===== config.mk =====
export PLATFORM = sky130hd
export DESIGN_NAME = char_cell_serializer
export DESIGN_NICKNAME = d
export VERILOG_FILES = /design/src/rtl/ccs_pkg.sv /design/src/rtl/ccs_timing.sv /design/src/rtl/ccs_fetch.sv /design/src/rtl/ccs_shifter.sv /design/src/rtl/char_cell_serializer.sv
export SDC_FILE = /design/constraint.sdc
export NUM_CORES = 1
export LEC_CHECK = 0
export BUFFER_PORTS_ARGS = -buffer_cell sky130_fd_sc_hd__buf_2
export CORE_MARGIN = 10
export CORE_UTILIZATION = 30
export CTS_BUF_LIST = sky130_fd_sc_hd__clkbuf_16
export DETAILED_ROUTE_END_ITERATION = 16
export PLACE_DENSITY = 0.5
export SLEW_MARGIN = 15
export SYNTH_ARGS = -nofsm -noshare
export SYNTH_HDL_FRONTEND = slang
export SYNTH_SLANG_ARGS = --single-unit

===== constraint.sdc =====
create_clock -name clk -period 3.6 [get_ports clk]
set_clock_uncertainty 0.05 [all_clocks]
set_input_delay 0.72 -clock clk [delete_from_list [all_inputs] [get_ports clk]]
set_output_delay 0.72 -clock clk [all_outputs]
set_load 0.05 [all_outputs]

===== src/rtl/ccs_pkg.sv =====
package ccs_pkg;
  localparam int CELL_PX = 9;
  localparam int GLY_W   = 8;
  localparam int CHAR_W  = 8;
  localparam int FONT_W  = 4;
  localparam int CLR_W   = 4;
  localparam int WORD_W  = CHAR_W + 8;

  typedef struct packed {
    logic [GLY_W-1:0] gly;
    logic             nin;
    logic [CLR_W-1:0] fg;
    logic [CLR_W-1:0] bg;
  } cell_t;

  // source of the ninth column
  function automatic logic ninth_f(input logic ext, input logic g,
                                   input logic [GLY_W-1:0] gly, input logic nin);
    if (ext)    return nin;
    else if (g) return gly[0];
    else        return 1'b0;
  endfunction

  function automatic logic [CLR_W-1:0] paint_f(input logic on,
                                               input logic [CLR_W-1:0] fg,
                                               input logic [CLR_W-1:0] bg);
    return on ? fg : bg;
  endfunction
endpackage


===== src/rtl/ccs_timing.sv =====
module ccs_timing #(
  parameter int NCOLS = 80,
  localparam int COL_W = (NCOLS > 1) ? $clog2(NCOLS) : 1
) (
  input  logic             clk,
  input  logic             rst_n,
  input  logic             line_start,
  output logic [COL_W-1:0] col,
  output logic             cap_code,
  output logic             cap_glyph,
  output logic             load_ev
);
  import ccs_pkg::*;
  localparam int PH_W = $clog2(CELL_PX);
  localparam logic [PH_W-1:0] PH_LAST = PH_W'(CELL_PX - 1);
  localparam logic [COL_W-1:0] COL_LAST = COL_W'(NCOLS - 1);

  logic [PH_W-1:0] ph;

  assign cap_code  = (ph == PH_W'(1)) && !line_start;
  assign cap_glyph = (ph == PH_W'(3)) && !line_start;
  assign load_ev   = (ph == PH_LAST) && !line_start;

  always_ff @(posedge clk) begin
    if (!rst_n || line_start) begin
      ph  <= '0;
      col <= '0;
    end else if (ph == PH_LAST) begin
      ph  <= '0;
      col <= (col == COL_LAST) ? '0 : col + 1'b1;
    end else begin
      ph <= ph + 1'b1;
    end
  end

  AST_CELL_WRAP: assert property (@(posedge clk) disable iff (!rst_n)
    load_ev |=> (ph == '0));
  AST_COL_STEP: assert property (@(posedge clk) disable iff (!rst_n)
    load_ev |=> (col == (($past(col) == COL_LAST) ? '0 : $past(col) + 1'b1)));
  AST_COL_HOLD: assert property (@(posedge clk) disable iff (!rst_n)
    (!load_ev && !line_start) |=> $stable(col));
endmodule


===== src/rtl/ccs_fetch.sv =====
module ccs_fetch #(
  parameter int ROW_W = 4,
  localparam int GADDR_W = ccs_pkg::FONT_W + ccs_pkg::CHAR_W + ROW_W
) (
  input  logic                      clk,
  input  logic                      rst_n,
  input  logic                      line_start,
  input  logic                      cap_code,
  input  logic                      cap_glyph,
  input  logic                      load_ev,
  input  logic [ccs_pkg::WORD_W-1:0] dram_data,
  input  logic                      font_mode,
  input  logic [3:0]                fixed_bg,
  input  logic [ROW_W-1:0]          row,
  output logic [GADDR_W-1:0]        glyph_addr,
  input  logic [ccs_pkg::GLY_W-1:0] glyph_data,
  input  logic                      glyph_ninth,
  output ccs_pkg::cell_t            hold,
  output logic                      hold_full
);
  import ccs_pkg::*;

  logic [CHAR_W-1:0] ch_r;
  logic [7:0]        at_r;
  logic              fm_r;
  logic [FONT_W-1:0] font_sel;

  assign font_sel   = fm_r ? at_r[FONT_W-1:0] : '0;
  assign glyph_addr = {font_sel, ch_r, row};

  always_ff @(posedge clk) begin
    if (!rst_n) begin
      ch_r <= '0;
      at_r <= '0;
      fm_r <= 1'b0;
    end else if (cap_code) begin
      ch_r <= dram_data[CHAR_W-1:0];
      at_r <= dram_data[WORD_W-1:CHAR_W];
      fm_r <= font_mode;
    end
  end

  always_ff @(posedge clk) begin
    if (!rst_n) begin
      hold <= '0;
    end else if (cap_glyph) begin
      hold.gly <= glyph_data;
      hold.nin <= glyph_ninth;
      hold.fg  <= at_r[7:4];
      hold.bg  <= fm_r ? fixed_bg : at_r[3:0];
    end
  end

  always_ff @(posedge clk) begin
    if (!rst_n || line_start) hold_full <= 1'b0;
    else if (cap_glyph)       hold_full <= 1'b1;
    else if (load_ev)         hold_full <= 1'b0;
  end

  AST_HOLD_READY: assert property (@(posedge clk) disable iff (!rst_n)
    load_ev |-> hold_full);
  AST_HOLD_STABLE: assert property (@(posedge clk) disable iff (!rst_n)
    (hold_full && !cap_glyph) |=> $stable(hold));
endmodule


===== src/rtl/ccs_shifter.sv =====
module ccs_shifter (
  input  logic           clk,
  input  logic           rst_n,
  input  logic           line_start,
  input  logic           load_ev,
  input  ccs_pkg::cell_t hold,
  input  logic           ext9,
  input  logic           gfx,
  input  logic           blank,
  output logic [3:0]     rgbi,
  output logic           pix_valid
);
  import ccs_pkg::*;

  logic [CELL_PX-1:0] sh;
  logic [CLR_W-1:0]   fg_r, bg_r;
  logic               on_px;

  always_ff @(posedge clk) begin
    if (!rst_n) begin
      sh   <= '0;
      fg_r <= '0;
      bg_r <= '0;
    end else if (load_ev) begin
      sh   <= {hold.gly, ninth_f(ext9, gfx, hold.gly, hold.nin)};
      fg_r <= hold.fg;
      bg_r <= hold.bg;
    end else begin
      sh <= {sh[CELL_PX-2:0], 1'b0};
    end
  end

  always_ff @(posedge clk) begin
    if (!rst_n || line_start) pix_valid <= 1'b0;
    else if (load_ev)         pix_valid <= 1'b1;
  end

  assign on_px = sh[CELL_PX-1];
  assign rgbi  = (blank || !pix_valid) ? '0 : paint_f(on_px, fg_r, bg_r);

  AST_VALID_ON_LOAD: assert property (@(posedge clk) disable iff (!rst_n)
    $rose(pix_valid) |-> $past(load_ev));
  AST_VALID_HOLD: assert property (@(posedge clk) disable iff (!rst_n)
    (pix_valid && !line_start) |=> pix_valid);
  AST_RESTART_DARK: assert property (@(posedge clk) disable iff (!rst_n)
    line_start |=> (rgbi == '0));
endmodule


===== src/rtl/char_cell_serializer.sv =====
module char_cell_serializer #(
  parameter int NCOLS = 80,
  parameter int ROW_W = 4,
  localparam int COL_W = (NCOLS > 1) ? $clog2(NCOLS) : 1,
  localparam int GADDR_W = ccs_pkg::FONT_W + ccs_pkg::CHAR_W + ROW_W
) (
  input  logic               clk,
  input  logic               rst_n,
  input  logic               line_start,
  input  logic [ROW_W-1:0]   row,
  input  logic               font_mode,
  input  logic [3:0]         fixed_bg,
  input  logic               gfx,
  input  logic               ext9,
  input  logic               blank,
  output logic [COL_W-1:0]   dram_addr,
  input  logic [15:0]        dram_data,
  output logic [GADDR_W-1:0] glyph_addr,
  input  logic [7:0]         glyph_data,
  input  logic               glyph_ninth,
  output logic [3:0]         rgbi,
  output logic               pix_valid
);
  import ccs_pkg::*;

  logic  cap_code, cap_glyph, load_ev, hold_full;
  cell_t hold;

  ccs_timing #(.NCOLS(NCOLS)) i_timing (
    .clk(clk), .rst_n(rst_n), .line_start(line_start), .col(dram_addr),
    .cap_code(cap_code), .cap_glyph(cap_glyph), .load_ev(load_ev));

  ccs_fetch #(.ROW_W(ROW_W)) i_fetch (
    .clk(clk), .rst_n(rst_n), .line_start(line_start), .cap_code(cap_code),
    .cap_glyph(cap_glyph), .load_ev(load_ev), .dram_data(dram_data),
    .font_mode(font_mode), .fixed_bg(fixed_bg), .row(row),
    .glyph_addr(glyph_addr), .glyph_data(glyph_data),
    .glyph_ninth(glyph_ninth), .hold(hold), .hold_full(hold_full));

  ccs_shifter i_shifter (
    .clk(clk), .rst_n(rst_n), .line_start(line_start), .load_ev(load_ev),
    .hold(hold), .ext9(ext9), .gfx(gfx), .blank(blank), .rgbi(rgbi),
    .pix_valid(pix_valid));

  AST_BLANK_DARK: assert property (@(posedge clk) disable iff (!rst_n)
    blank |-> (rgbi == '0));
endmodule


# --- Word level (Yosys, flattened, before mapping) ---
# Index checks and enable logic that the tools add are counted.
totals:
  reg_bits: 63
  input_bits: 40
  out_inout_bits: 28
  word_cells: 38
classes:
  add_sub_neg: 2
  eq_ne: 4
  muxes: 8
  reduce_logical: 10
op_table:
  columns: ["op", "n"]
  rows:
  - ["$mux W4", 4]
  - ["$mux W9", 1]
  - ["$add A7 B1 Y7 const B", 1]
  - ["$eq A7 B7 Y1 const B", 1]
  - ["$mux W7", 1]
  - ["$add A4 B1 Y4 const B", 1]
  - ["$eq A4 B1 Y1 const B", 1]
  - ["$eq A4 B2 Y1 const B", 1]
  - ["$eq A4 B4 Y1 const B", 1]
  - ["$logic_and A1 B1 Y1", 3]
  - ["$logic_not A1 Y1", 3]
  - ["$logic_or A1 B1 Y1", 2]
  - ["$mux W1", 2]
  - ["$reduce_and A2 Y1", 1]
  - ["$reduce_or A2 Y1", 1]

# --- Logic depth before layout (Yosys ltp) ---
logic_depth:
  ltp_word: 3
  depth_mapped: 7

# --- Cells and area by module ---
# A second synthesis with hierarchy kept.
hier_totals:
  hier_cells: 258
  area_unflattened_um2: 2760.1
modules_own_cells:
  columns: ["mod", "n_inst", "cells_per_inst", "area_per_inst_um2", "seq_area_each_um2"]
  rows:
  - ["ccs_fetch", 1, 127, 1426.4, 700.7]
  - ["ccs_shifter", 1, 69, 759.5, 360.3]
  - ["ccs_timing", 1, 62, 574.3, 220.2]

# --- Worst setup path before layout ---
# No wires, ideal clock.
synth_timing:
  path_type: "input -> output"
  start: "input blank"
  end: "output rgbi[0]"
  arrival_time_ns: 1.580
  t_required_ns: 2.830
  setup_slack_ns: 1.250
  path_stages: 2
  n_path_buf: 0
  cell_sequence: "nand2b_1 -> nor2_1"
synth_between:
  elab_chain_cells: 2
synth_lines:
  columns: ["element", "line_no", "rtl"]
  rows:
  - ["start: declaration", "char_cell_serializer.sv:15", "input logic blank,"]
  - ["$logic_or A1 B1 Y1", "ccs_shifter.sv:39", "assign rgbi = (blank || !pix_valid) ? '0 : paint_f(on_px, fg_r, bg_r);"]
  - ["$mux W4", "ccs_shifter.sv:39", null]
  - ["end: declaration", "char_cell_serializer.sv:21", "output logic [3:0] rgbi,"]
# Every way passes these cells.

# --- Final worst setup path ---
layout_timing:
  start: "input blank"
  end: "output rgbi[3]"
# Same word-level chain as after synthesis.

==> run metrics <==
Register Area 0.00126 mm2; Synth area leaders dfxtp_1 46%, nand2_1 14%, a21boi_0 9.4%; vias in the first global route between 2000 and 2500; CTS tree done; vias approximately 2100; setup TNS 0 ns; hold_buf cts 0; worst path arrival time ~1.4 ns; Crit-path slowest cell buf_2; crit start category input port; WS Path Type in2out; fill cell total of the finished layout 929; worst-path fanout max 4; CP peak stage delay around 0.27 ns; worst r2r src i_timing.ph[0]$_SDFF_PP0_; top-area cell type share of the netlist area 46.4%; final hold vios 0; largest net degree at the start of global routing 53; RSZ-0062 raised after global routing no; FF-to-FF path depth 4; leakage around 1.3 nW; clock sink count 63; CTS Buffer Depth 2; vias per cell 4.56; wire per inst 13.6 um; HPWL Detailed about 4300 um; reg2reg setup slack 1.56 ns; post-cts sizing count 0; total CTS buffers 9; Worst slew margin between 20% and 30%; Yosys top cell by area dfxtp_1; Seq/Total Area, Yosys 46.4%; global-route wire length before repair 10700 um; synthesized area 0.00272 mm2; final net count 400; Core Box Area 0.00876 mm2; post-synthesis cell type count 40; run status finished, final reports clean; clock slew at reported path FFs approximately 0.05 ns; most used cell, CP buf_2; Worst Hold End i_shifter.sh[7]$_SDFF_PN0_; Mapped Avg Cell Area about 8.8 um2; die area about 0.013 mm2; Post-CTS Repair Setup Buffers 0; Synthesis Warnings 0; Detailed Route WL about 6400 um; share of layout cells above drive strength 1 a little over a fifth; Initial DRC Count 95; EDFF count, synth 0; critical-path cell list buf_2 -> nand2b_1 -> nor2_1 -> buf_2; multi-input logic area around 0.0013 mm2; Tot GR Track Use roughly 10%; Async S/R FF share, synth 0%; design area around 0.0033 mm2; starting density of the core 31.0%; Max rail drop VDD 0.221 mV; fin crit period about 2.2 ns; count leader, synth nand2_1; MaxCap Viol Count 0; die span in y between 100 and 150 um; H-tree depth 3; First-pass DRT Iterations 4; I/O pin cnt between 60 and 70; Layout area overhead 21.8%; initial antenna violation count 0; min-delay src i_shifter.sh[6]$_SDFF_PN0_; actual transition at the worst max-transition pin approximately 1.1 ns; Placed Area approximately 0.003 mm2; Slew Viols, Final 0; drc violations 0; fin crit share between 60% and 70%; Post-Syn Nets between 300 and 400; die span in x 115 um; Post-Syn Instances a little over 300; Final Setup Violations 0; GP Congestion ~0.75; Routed Antenna Nets 0; IO buf count between 50 and 60; R2R Path End i_fetch.hold[1]$_SDFFE_PN0P_; Clk Latency, worst-skew pair approximately 0.32 ns; Pwr Density roughly 480 mW/mm2; data required time at the worst endpoint 2.83 ns; total inserted antenna cells 0; CP endpoint kind output port; Yosys reg bits 63; total grt overflow 0; Fmax 0.455 GHz; # rows 34; Clock Tree Root clkbuf_16; synth cell count leaders 102 x nand2_1, 63 x dfxtp_1, 34 x a21boi_0; HP Class reg2reg; hold depth 2; ys flop type dfxtp_1
==> through the flow <==
step	hold WS, ns	setup slack (ns)	std cells	util, %	power [mW]
floorplan	0.371	1.25	309	-	0.780
global placement	0.383	1.37	453	34.6	0.799
detailed placement	0.381	1.27	453	34.6	0.800
CTS	0.389	1.37	469	37.8	1.62
global route	0.399	1.31	469	37.8	1.67
finish	0.387	1.40	469	37.8	1.60
==> layer usage <==
metal	track usage, %	vias up	wire [um]	part of all wire, %
li1	-	1115	-	-
met1	12.0	969	2970	47
met2	15.2	48	2860	45
met3	4.11	5	437	6.9
met4	3.71	0	84	1.3
met5	0	-	0	0
==> flip-flops by register name, indices dropped and copies added, names as in the netlist <==
name and cells:
i_shifter.sh 9, i_timing.ph 4, i_fetch.fm_r 1, i_shifter.bg_r 4, i_fetch.at_r 8, i_fetch.ch_r 8, i_shifter.pix_valid 1, i_fetch.hold 17
i_shifter.fg_r 4, i_timing.col 7
==> worst max path at each step <==
stage | slack, ns | end | from | depth (start not counted)
floorplan | 1.25 | rgbi[0] | blank | 2
global placement | 1.37 | i_fetch.hold[3]$_SDFFE_PN0P_ | line_start | 4
detailed placement | 1.27 | i_fetch.hold[13]$_SDFFE_PN0P_ | line_start | 4
CTS | 1.37 | rgbi[3] | blank | 4
global route | 1.31 | i_fetch.hold[13]$_SDFFE_PN0P_ | i_timing.ph[0]$_SDFF_PP0_ | 4
finish | 1.40 | rgbi[3] | blank | 4
==> logic make-up (layout without fill, tap and decap cells) <==
logic type	Yosys count	count (layout)	share of synthesized area, %
buffers and inverters	27	79	5.39
adders and majority gates	4	4	1.84
DFF	63	63	46.4
AOI/OAI and AO/OA	65	65	17.5
and+or+nand+nor	138	138	24.6
muxes	9	9	3.32
xor gates and xnor gates	3	3	0.967
==> layout by cell type, fill, tap and decap left out, types with 5 or more instances in the layout <==
master     instances
nand2_1          102
o21ai_0            5
clkbuf_16          9
buf_2             59
mux2i_1            9
a21boi_0          34
a21boi_1          13
inv_1              5
nor2_1             9
dfxtp_1           63
==> area by class of cell <==
class	instances	share of cell area (%)
Inverter	3	0.340
Timing Repair Buffer	60	9.15
Sequential cell	63	38.1
Tap cell	108	4.08
Multi-Input combinational cell	219	39.8
Clock inverter	7	1.70
Clock buffer	9	6.81
==> worst max-delay path, delay by kind of cell <==
kind	cells	cell delay, ns
buffers and inverters	2	0.36
AND/OR/NAND/NOR	2	0.34
==> where the power goes <==
part	total, mW	internal (mW)	leakage [nW]	switching, mW
clock network	0.818	0.523	0.141	0.295
registers	0.711	0.706	0.509	0.00563
logic	0.0731	0.0322	0.634	0.0408
Power figures use the tool's default switching activity.
